File: src/rtl/cfg_loader.sv
module cfg_loader #(
  parameter int MW    = 9,
  parameter int NW    = 2,
  parameter int TW    = 3,
  parameter int M_MIN = 125,
  parameter int M_MAX = 360
) (
  input  logic          clk,
  input  logic          rst_n,
  input  logic          par_load_n,
  input  logic [MW-1:0] m_in,
  input  logic [NW-1:0] n_in,
  input  logic          ser_clk,
  input  logic          ser_data,
  input  logic          ser_load,
  output logic [MW-1:0] m_val,
  output logic [NW-1:0] n_val,
  output logic [TW-1:0] t_val,
  output logic          sr_out,
  output logic          m_bad
);
  localparam int FW = TW + NW + MW;
  localparam logic [MW-1:0] M_LO = MW'(M_MIN);
  localparam logic [MW-1:0] M_HI = MW'(M_MAX);

  logic          sclk_q, sload_q;
  logic [FW-1:0] sr, sr_nxt;

  wire sclk_rise  = ser_clk & ~sclk_q;
  wire sload_rise = ser_load & ~sload_q;
  wire sload_fall = ~ser_load & sload_q;

  assign sr_nxt = sclk_rise ? {sr[FW-2:0], ser_data} : sr;
  assign sr_out = sr[FW-1];
  assign m_bad  = (m_val < M_LO) || (m_val > M_HI);

  always_ff @(posedge clk or negedge rst_n) begin
    if (!rst_n) begin
      sclk_q  <= 1'b0;
      sload_q <= 1'b0;
      sr      <= '0;
      m_val   <= '0;
      n_val   <= '0;
      t_val   <= '0;
    end else begin
      sclk_q  <= ser_clk;
      sload_q <= ser_load;
      if (par_load_n) sr <= sr_nxt;
      if (!par_load_n) begin
        m_val <= m_in;
        n_val <= n_in;
        t_val <= '0;
      end else if (sload_fall) begin
        {t_val, n_val, m_val} <= sr_nxt;
      end else if (sload_rise || (ser_load && sclk_rise)) begin
        m_val <= sr_nxt[MW-1:0];
      end
    end
  end

  AST_PAR_FOLLOW: assert property (@(posedge clk) disable iff (!rst_n)
    !par_load_n |=> (m_val == $past(m_in) && n_val == $past(n_in) && t_val == '0));
  AST_HOLD: assert property (@(posedge clk) disable iff (!rst_n)
    (par_load_n && ser_load == sload_q && !(ser_load && sclk_rise))
      |=> ($stable(m_val) && $stable(n_val) && $stable(t_val)));
  AST_NT_ONLY_ON_FALL: assert property (@(posedge clk) disable iff (!rst_n)
    (par_load_n && !sload_fall) |=> ($stable(n_val) && $stable(t_val)));
  AST_SHIFT: assert property (@(posedge clk) disable iff (!rst_n)
    (par_load_n && sclk_rise) |=> (sr_out == $past(sr[FW-2])));
  AST_SR_IDLE: assert property (@(posedge clk) disable iff (!rst_n)
    (!sclk_rise) |=> $stable(sr_out));
endmodule

File: config.mk
export PLATFORM = sky130hd
export DESIGN_NAME = cfg_loader
export DESIGN_NICKNAME = d
export VERILOG_FILES = /design/src/rtl/cfg_loader.sv
export SDC_FILE = /design/constraint.sdc
export NUM_CORES = 1
export LEC_CHECK = 0
export BUFFER_PORTS_ARGS = -buffer_cell sky130_fd_sc_hd__buf_2
export CAP_MARGIN = 20
export CORE_MARGIN = 10
export CORE_UTILIZATION = 50
export CTS_BUF_LIST = sky130_fd_sc_hd__clkbuf_2 sky130_fd_sc_hd__clkbuf_4 sky130_fd_sc_hd__clkbuf_8
export CTS_CLUSTER_DIAMETER = 200
export CTS_CLUSTER_SIZE = 25
export DETAILED_ROUTE_END_ITERATION = 10
export GPL_TIMING_DRIVEN = 0
export PLACE_DENSITY = 0.83
export SLEW_MARGIN = 10
export SYNTH_ARGS = -nofsm -noshare
export SYNTH_HDL_FRONTEND = slang
export SYNTH_SLANG_ARGS = --single-unit
export TNS_END_PERCENT = 1
File: constraint.sdc
create_clock -name clk -period 1.31 [get_ports clk]
set_input_delay 0.131 -clock clk [delete_from_list [all_inputs] [get_ports clk]]
set_output_delay 0.131 -clock clk [all_outputs]
set_load 0.1 [all_outputs]
* Word level (Yosys, flattened, before mapping) *
Cells that the tools add are included.
Widths: inputs -> output; s select.

operators by class
  $add $sub $neg = 0
  multipliers = 0
  div/mod/pow operators = 0
  $lt $le $gt $ge = 2
  equality and inequality tests = 2
  shift operators = 0
  muxes and demuxes = 8
  bitwise logic cells = 6
  reductions and logical operators = 3

operators with widths
  cell                number
  $mux 9              3
  $mux 14             1
  $gt 9x9->1 const B  1
  $lt 9x7->1 const B  1
  $mux 3              2
  $mux 2              2
  $and 1x1->1         3
  $ne 3x1->1 const B  1
  $not 1->1           3
  $logic_or 1x1->1    2
  $ne 2x1->1 const B  1
  $logic_and 1x1->1   1

storage, ports and cells
  flip-flop bits (word level) = 30
  bits in latches = 0
  bits in writable memories = 0
  memory bits (read-only) = 0
  input bits = 17
  output and inout port bits = 16
  logic and storage cells = 27
  memories = 0

* Longest topological paths before layout *
Gate-level depths: netlist (run 1).

  depth after elaboration = 7
  depth in mapped cells = 6
  gate-level depth less buffers = 4

* Worst setup path after synthesis (run 1) *
Ideal clock, no wire load.

  path kind = register to output
  start point = register m_val[0]
  end point = output port m_bad
  data arrival time = 2.851 ns
  required time = 1.179 ns
  path slack = -1.672 ns
  cell stages (with the launch flop) = 5
  path buffers = 0
  cell sequence = dfrtp_1 -> o211a_1 -> a41oi_1 -> nor2_1 -> a21oi_1

on the way
  word-level cells in the longest chain between the ends = 2
  elaborated cells between the ends (all ways) = 3
  those cells by class = order compare (2); reduce/logical (1)

ends and longest elaborated chain
  item                                             line  text
  from (decl)                                      16    output logic [MW-1:0] m_val,
  from (signal assigned)                           50    m_val <= m_in;
  from (signal assigned)                           54    {t_val, n_val, m_val} <= sr_nxt;
  from (signal assigned)                           56    m_val <= sr_nxt[MW-1:0];
  $lt 9x7->1 / $gt 9x9->1 (equally long branches)  35    assign m_bad = (m_val < M_LO) || (m_val > M_HI);
  $logic_or 1x1->1 (*)                             35
  to (decl)                                        20    output logic m_bad

Mark *: on every way between the ends. The rest lies on a longest branch, timed or not.

* Worst setup path after layout (run 1) *
Same ends and word-level chain as after synthesis.

==> results.py, run 1 <==
metrics = {
    "timing": {
        "slew_viol_final": 0,
        "max_freq_ghz": 0.5615,
        "worst_pin_slew_ns": 0.6469,
        "rsz0062_at_grt": "yes",
        "slew_headroom_pct": 56.87,
        "fin_crit_sh_pct": 135.9,
        "finalWorstSetupSlack_ns": -0.4709,
        "setup_viol": 14,
        "hold_viol_final": 0,
        "fin_crit_ns": 1.781,
        "fin_skew_ns": 0.009175,
    },
    "grt": {
        "grt_util_met2_pct": 20.37,
        "grt_busiest_layer": "met2",
        "grt_usage_pct": 12.42,
        "grt_max_degree": 31,
        "use_met1_pct": 13.72,
        "grt_pass1_vias": 1080,
        "antenna_found_initial": 0,
        "grt_remaining_overflow": 0,
        "grt_pass1_wl_mm": 5.154,
        "grt_use_met3_pct": 3.989,
    },
    "critical_path": {
        "cp.arrival_ns": 1.65,
        "worst-path-buf-inv": 1,
        "crit_chain": "o211a_1 -> a41oi_2 -> nor2_2 -> a21oi_4 -> buf_12",
        "crit_path_start_kind": "flip-flop",
        "cp.required_ns": 1.18,
        "end_kind": "output port",
        "r2r_setup_slack_ns": -0.06,
        "max_stage_delay_ns": 0.49,
        "critPathTopFamily": "compound AO/OA/AOI/OAI gates",
        "cp_max_fo": 4,
        "worstSetupPathType": "reg2out",
        "crit_path_top_delay_cell": "dfrtp_4",
    },
    "die": {
        "core_um2": 2805,
        "start_util_pct": 53.03,
        "fp.dieW_um": 74.55,
        "die_h_um": 74.55,
        "io_pins": 33,
        "dieArea_um2": 5557,
        "rows": 19,
    },
    "route": {
        "drc_errors": 0,
        "wl_per_cell_um": 16.22,
        "vias": 1072,
        "first_pass_iters": 4,
        "viasPerCell": 5.497,
        "drtAntennaViolNets": 0,
        "first_iter_violations": 37,
        "wl_mm": 3.162,
    },
    "synth": {
        "syn_inst": 121,
        "synth.net_count": 138,
        "ys_seq_area_share_pct": 50.46,
        "ys_ff_latch": 30,
        "ys_warn_count": 0,
        "yosysUniqueCellTypes": 27,
        "avgSynthCellArea_um2": 12.29,
        "synth_area_um2": 1488,
    },
    "clocking": {
        "tritoncts": "done",
        "numCtsBuffers": 5,
        "clk_path_buf_depth": 2,
        "postCtsSetupBuffers": 0,
        "cts_root_buffer": "clkbuf_4",
        "clk_pin_slew_ns": 0.09,
        "cts_sinks": 30,
        "worstSkewPairLatency_ns": 0.33,
        "ctsHtreeMaxLevel": 2,
    },
    "run_status": {
        "failed_checks": "setup timing",
        "status": "complete, but fails checks",
    },
    "min_path": {
        "min_path_type": "in2reg",
    },
    "finish": {
        "diodes": 0,
        "mostFrequentLayoutCells": "23 x buf_2, 21 x dfrtp_1, 13 x mux2i_1",
        "final_cell_count_no_fill": 195,
        "area_growth_pct": 26.07,
        "layout.nets": 180,
        "drive_above_1_share_pct": 45.73,
        "mostFrequentLayoutCell": "buf_2",
    },
    "placement": {
        "io_buffer_count": 31,
        "gp_congestion": 0.7449,
        "hpwl_mm": 2.327,
        "dp.cells": 183,
        "place_ws_ns": -0.2879,
    },
    "power_and_ir_drop": {
        "peakVddDrop_uv": 769.2,
        "powerDensity_nw_per_um2": 1734,
        "leakagePower_nw": 0.8700,
    },
    "run": {
        "cap_viol_max_count": 0,
    },
}
==> worst register-to-register path, cell delays in order, from the launching register on <==
cell and delay, ns:
dfrtp_1 0.40, nor2b_4 0.11, buf_6 0.15, mux2i_1 0.24
a21oi_1 0.10, mux2_2 0.28
==> repair_timing <==
item	4_1_cts	5_1_grt
setup endpoints to repair	24	29
hold buffers	4	0
pin swaps	2	2
cloned	0	0
resized for setup	10	8
endpoints found under the hold margin	33	0
==> per-layer routing <==
layer  up-vias  wire, µm
li1        522         -
met3         8       234
met2        36      1525
met4         0        77
met5         -         0
met1       506      1324
==> state kept, by name, indices dropped and copies added, names as in the netlist <==
signal,flops
sr,14
m_val,9
t_val,3
n_val,2
sclk_q,1
sload_q,1
==> layout make-up <==
cell class	count	area (µm²)
buffer	8	72.57
clock buffer	8	60.06
fill	218	929.6
sequential	30	767.0
tap	31	38.79
timing repair buffer	35	230.2
multi-input combinational	83	706.9
==> final timing paths <==
check                               from        to  cells past startpoint
worst max-delay path            m_val[0]     m_bad                      5
worst min-delay path             n_in[1]  n_val[1]                      2
worst max register to register    sclk_q  n_val[0]                      5
worst min register to register    sr[13]    sr[13]                      1
max in group asynchronous          rst_n  m_val[0]                      2
min in group asynchronous          rst_n  t_val[1]                      2
==> cell usage after synthesis (all sizes together) <==
master / instances / share of area (%)
a211oi: 8 / 4.7
a21oi: 14 / 5.2
a41oi: 1 / 0.59
buf: 7 / 4.0
clkbuf: 1 / 0.25
dfrtp: 30 / 50
mux2: 16 / 12
mux2i: 14 / 9.4
nand2: 2 / 1.0
nand2b: 1 / 0.42
nand3: 2 / 0.67
nor2: 5 / 1.3
nor2b: 10 / 4.7
nor4: 1 / 0.42
o211a: 1 / 0.67
o211ai: 2 / 1.9
o21ai: 4 / 1.3
or2: 2 / 0.84
==> kinds of logic (layout without fill, tap and decap cells) <==
group / count (synthesis) / count (layout) / share of synthesized area, %
compound gates: 30 / 30 / 14.47
mux: 30 / 30 / 21.53
flops: 30 / 30 / 50.46
simple gates: 23 / 23 / 9.336
buf+inv: 8 / 51 / 4.205
==> per-stage QoR <==
step / area, µm² / setup TNS (ns) / hold WS [ns] / utilization, % / power (mW)
after floorplan: 1525 / -0.5347 / -0.1646 / - / 2.349
after global placement: 1719 / -0.3353 / 0.1773 / 61.28 / 2.564
after detailed placement: 1719 / -0.5155 / 0.1960 / 61.28 / 2.615
after CTS: 1849 / -0.7259 / 0.02410 / 65.92 / 3.244
after global routing: 1876 / -2.085 / 0.01200 / 66.86 / 3.419
final: 1876 / -0.6989 / 0.02881 / 66.86 / 3.253
==> where the power goes <==
| group | internal (mW) | total, mW | leakage (nW) | switching, mW |
|---|---|---|---|---|
| Combinational | 0.427 | 1.33 | 0.467 | 0.907 |
| Clock | 0.275 | 0.557 | 0.0368 | 0.282 |
| Sequential | 1.14 | 1.36 | 0.366 | 0.219 |
| Total | 1.84 | 3.25 | 0.870 | 1.41 |
Power figures use the tool's default switching activity.
==> run 2, diff against run 1 <==
Settings changed: PLACE_DENSITY 0.83 to 0.8.
==> run 2 against run 1 <==
Effect of this change: the run still ends with setup timing left; clock skew fell by 0.0017 ns; cell count decreased by 1.0%; combinational power barely moved; sequential share of layout area about the same; non-clock buffer count decreased by 1; critical path type unchanged; critical endpoint unchanged.
==> results.py, run 2 (synthesis gave the netlist of run 1 again) <==
metrics = {
    "clocking": {
        "worstSkewPairLatency_ns": 0.33,
        "clk_path_buf_depth": 2,
        "cts_root_buffer": "clkbuf_4",
        "cts_sinks": 30,
        "ctsHtreeMaxLevel": 2,
        "clk_pin_slew_ns": 0.09,
        "tritoncts": "done",
        "numCtsBuffers": 5,
    },
    "route": {
        "wl_mm": 3.201,
        "viasPerCell": 5.482,
        "drtAntennaViolNets": 0,
        "first_iter_violations": 34,
        "vias": 1058,
        "wl_per_cell_um": 16.59,
        "first_pass_iters": 4,
        "drc_errors": 0,
    },
    "finish": {
        "layout.nets": 179,
        "multi_input_area_um2": 713.2,
        "area_growth_pct": 26.16,
        "mostFrequentLayoutCell": "buf_2",
        "mostFrequentLayoutCells": "22 x buf_2, 21 x dfrtp_1, 14 x mux2i_1",
        "largest_register_ffs": 14,
        "drive_above_1_share_pct": 45.06,
        "seqCellArea_um2": 767.0,
        "regMostFlops": "sr",
        "largestRegisters": "sr (14), m_val (9), t_val (3)",
        "diodes": 0,
        "fill_cells": 220,
        "final_cell_count_no_fill": 193,
    },
    "die": {
        "die_h_um": 74.55,
        "start_util_pct": 53.03,
        "fp.dieW_um": 74.55,
        "io_pins": 33,
        "dieArea_um2": 5557,
        "rows": 19,
        "core_um2": 2805,
    },
    "power_and_ir_drop": {
        "powerDensity_nw_per_um2": 1747,
        "leakagePower_nw": 0.8641,
        "peakVddDrop_uv": 832.8,
    },
    "placement": {
        "hpwl_mm": 2.505,
        "dp.cells": 183,
        "io_buffer_count": 31,
        "gp_congestion": 0.7550,
        "place_ws_ns": -0.2923,
    },
    "critical_path": {
        "cp.required_ns": 1.18,
        "cp.arrival_ns": 1.62,
        "worstSetupPathType": "reg2out",
        "crit_path_start_kind": "flip-flop",
        "cp_max_fo": 4,
        "end_kind": "output port",
    },
    "grt": {
        "grt_max_degree": 31,
        "grt_use_met3_pct": 5.718,
        "grt_usage_pct": 13.04,
        "grt_remaining_overflow": 0,
        "antenna_found_initial": 0,
        "grt_util_met2_pct": 22.48,
        "grt_pass1_vias": 1137,
        "grt_pass1_wl_mm": 5.526,
        "use_met1_pct": 13.75,
        "grt_busiest_layer": "met2",
    },
    "timing": {
        "worst_pin_slew_ns": 0.6410,
        "fin_crit_sh_pct": 133.9,
        "finalWorstSetupSlack_ns": -0.4440,
        "max_freq_ghz": 0.5701,
        "fin_setup_tns_ns": -0.7832,
        "rsz0062_at_grt": "yes",
        "slew_headroom_pct": 57.27,
        "setup_viol": 14,
        "fin_crit_ns": 1.754,
        "fin_skew_ns": 0.007448,
        "hold_viol_final": 0,
        "slew_viol_final": 0,
    },
    "run": {
        "cap_viol_max_count": 0,
    },
    "run_status": {
        "failed_checks": "setup timing",
        "status": "complete, but fails checks",
    },
    "min_path": {
        "min_path_type": "in2reg",
    },
}
==> run 2: changes by cell type in the layout (fill, tap and decap cells not counted), sizes merged <==
cell	change
clkbuf	-1
dlygate4sd3	-1
==> run 2: timing repair <==
action | CTS | global route
resized for setup | 12 | 9
setup endpoints to repair | 28 | 30
pin swaps | 4 | 0
hold buffers | 3 | 0
setup buffers | 0 | 0
endpoints found under the hold margin | 32 | 0
==> run 2: layout make-up <==
class / count / area share, %
Clock buffer: 7 / 3.133
Multi-Input combinational cell: 83 / 38.00
Buffer: 8 / 4.067
Sequential cell: 30 / 40.87
Tap cell: 31 / 2.067
Timing Repair Buffer: 34 / 11.87
==> run 2: critical path, cell delays in order (launching register included) <==
cell,delay (ns)
dfrtp_4,0.49
o211a_1,0.23
a41oi_2,0.16
nor2_2,0.08
a21oi_4,0.13
buf_12,0.19
==> run 2: path summary, 6_finish.rpt <==
kind | start | endpoint | slack (ns) | depth (start not counted)
max | m_val[0] | m_bad | -0.44 | 5
min | m_in[1] | m_val[1] | 0.03 | 3
max reg2reg | sclk_q | sr[2] | -0.04 | 5
min reg2reg | sr[13] | sr[13] | 0.52 | 1
max in group asynchronous | rst_n | m_val[1] | 0.48 | 2
min in group asynchronous | rst_n | sr[4] | 0.35 | 2
==> run 2: per-layer routing <==
metal,vias up,routed length (µm)
met5,-,0
met2,23,1578
met4,0,45
met1,509,1302
li1,520,-
met3,6,274
==> run 2: stage by stage <==
step | total power [mW] | util [%] | instance area (µm²) | hold WS (ns)
finish | 3.279 | 66.90 | 1877 | 0.03096
global route | 3.457 | 66.90 | 1877 | 0.02199
CTS | 3.264 | 65.70 | 1843 | 0.02958
detailed placement | 2.618 | 61.28 | 1719 | 0.1999
global placement | 2.564 | 61.28 | 1719 | 0.1811
floorplan | 2.349 | - | 1525 | -0.1646
==> run 2: where the power goes <==
| group | internal, mW | switching, mW |
|---|---|---|
| combinational | 0.431 | 0.911 |
| clock | 0.274 | 0.299 |
| sequential | 1.14 | 0.223 |
==> run 3, diff against run 2 <==
Clock period 1.31 ns to 1.6 ns, I/O delays scaled along.
==> run 3 against run 2 <==
Effect of this change: the flow still finishes with violations (setup timing); non-clock buffer count stayed put; sequential power is 19% lower; power shrank 20%; global-route usage shrank 0.22 points; largest cell class unchanged.
==> results.py, run 3 (synthesis gave the netlist of run 1 again) <==
metrics = {
    "critical_path": {
        "cp-startpoint": "m_val[0]",
        "worstSetupPathType": "reg2out",
        "cp.arrival_ns": 1.63,
        "r2r_start": "sclk_q",
        "crit_path_start_kind": "flip-flop",
        "cp_max_fo": 4,
        "end_kind": "output port",
        "cp.required_ns": 1.44,
        "reg2reg_depth": 6,
    },
    "run_status": {
        "status": "complete, but fails checks",
        "failed_checks": "setup timing",
    },
    "timing": {
        "finalWorstSetupSlack_ns": -0.1900,
        "hold_viol_final": 0,
        "setup_viol": 1,
        "fin_crit_ns": 1.790,
        "max_freq_ghz": 0.5587,
        "worst_pin_slew_ns": 0.6387,
        "slew_headroom_pct": 57.42,
        "slew_viol_final": 0,
        "fin_skew_ns": 0.01194,
        "fin_crit_sh_pct": 111.9,
        "rsz0062_at_grt": "yes",
    },
    "route": {
        "drc_errors": 0,
        "wl_mm": 3.177,
        "viasPerCell": 5.518,
        "wl_per_cell_um": 16.46,
        "first_pass_iters": 4,
        "vias": 1065,
        "first_iter_violations": 38,
        "drtAntennaViolNets": 0,
    },
    "die": {
        "die_h_um": 74.55,
        "fp.dieW_um": 74.55,
        "rows": 19,
        "start_util_pct": 53.03,
        "io_pins": 33,
        "dieArea_um2": 5557,
        "core_um2": 2805,
    },
    "grt": {
        "grt_usage_pct": 12.82,
        "antenna_found_initial": 0,
        "grt_pass1_wl_mm": 5.451,
        "grt_max_degree": 31,
        "grt_pass1_vias": 1146,
        "grt_remaining_overflow": 0,
    },
    "clocking": {
        "postCtsSetupBuffers": 0,
        "cts_root_buffer": "clkbuf_4",
        "numCtsBuffers": 5,
        "cts_sinks": 30,
        "tritoncts": "done",
        "ctsHtreeMaxLevel": 2,
        "clk_pin_slew_ns": 0.10,
        "worstSkewPairLatency_ns": 0.33,
        "clk_path_buf_depth": 2,
    },
    "min_path": {
        "min_path_type": "in2reg",
        "worstHoldStart": "m_in[1]",
        "worstHoldPathCells": 3,
    },
    "power_and_ir_drop": {
        "powerDensity_nw_per_um2": 1444,
        "finalPower_mw": 2.635,
        "leakagePower_nw": 0.8519,
        "peakVddDrop_uv": 668.2,
    },
    "finish": {
        "area_growth_pct": 22.71,
        "diodes": 0,
        "mostFrequentLayoutCell": "buf_2",
        "mostFrequentLayoutCells": "32 x buf_2, 21 x dfrtp_1, 14 x mux2i_1",
        "layout.nets": 179,
        "drive_above_1_share_pct": 44.44,
        "regMostFlops": "sr",
        "largestRegisters": "sr (14), m_val (9), t_val (3)",
        "design_area_um2": 1826,
        "largest_register_ffs": 14,
    },
    "placement": {
        "place_area_um2": 1719,
        "io_buffer_count": 31,
        "gp_congestion": 0.7550,
        "hpwl_mm": 2.505,
    },
    "run": {
        "cap_viol_max_count": 0,
    },
}
-- run 3: cell types whose count changed in the layout (fill, tap and decap cells not counted), sizes merged --
cell | previous run | this run
buf | 34 | 38
clkbuf | 12 | 8
-- run 3: worst paths after layout --
check	end	slack [ns]
worst min register to register	sr[13]	0.52
worst min-delay path	m_val[1]	0.06
min in group asynchronous	sr[4]	0.38
max in group asynchronous	m_val[1]	0.74
worst max register to register	m_val[8]	0.24
worst max-delay path	m_bad	-0.19
-- run 3: metrics by stage --
stage          util [%]   TNS, ns  setup WS [ns]  hold WS, ns  instances
2_1_floorplan         -   -0.2021        -0.2021      -0.1356        121
3_3_place_gp      61.28         0        0.01616       0.2101        183
3_5_place_dp      61.28  -0.03128       -0.03128       0.2289        183
4_1_cts           65.08   -0.2040        -0.2040      0.05858        193
5_1_grt           65.08   -0.2522        -0.2522      0.05718        193
6_report          65.08   -0.1900        -0.1900      0.06113        193
-- run 3: area by class of cell --
| class | instances | area (µm²) |
|---|---|---|
| Fill cell | 232 | 979.7 |
| Sequential cell | 30 | 767.0 |
| Multi-Input combinational cell | 83 | 698.2 |
| Timing Repair Buffer | 34 | 200.2 |
| Buffer | 8 | 62.56 |
| Clock buffer | 7 | 58.81 |
| Tap cell | 31 | 38.79 |
-- run 3: power breakdown --
part / internal [mW] / total [mW] / switching [mW]
Clock: 0.224 / 0.469 / 0.245
Combinational: 0.318 / 1.05 / 0.737
Sequential: 0.936 / 1.11 / 0.176
-- run 3: repair_timing --
item | 4_1_cts | 5_1_grt
pin swaps | 0 | 0
setup endpoints to repair | 1 | 1
hold buffers | 3 | 0
endpoints found under the hold margin | 32 | 0
resized for setup | 5 | 0
-- run 3: critical path: stages, from the launching register on --
cell,delay (ns)
dfrtp_4,0.50
o211a_1,0.23
a41oi_2,0.16
nor2_2,0.08
a21oi_4,0.14
buf_12,0.19
-- run 3: layer usage --
metal / vias to the layer above / wire (µm) / track usage, %
met5: - / 0 / 0
met4: 0 / 45 / 5.042
met3: 6 / 265 / 5.851
met2: 23 / 1567 / 22.29
met1: 513 / 1298 / 13.20
li1: 523 / - / -
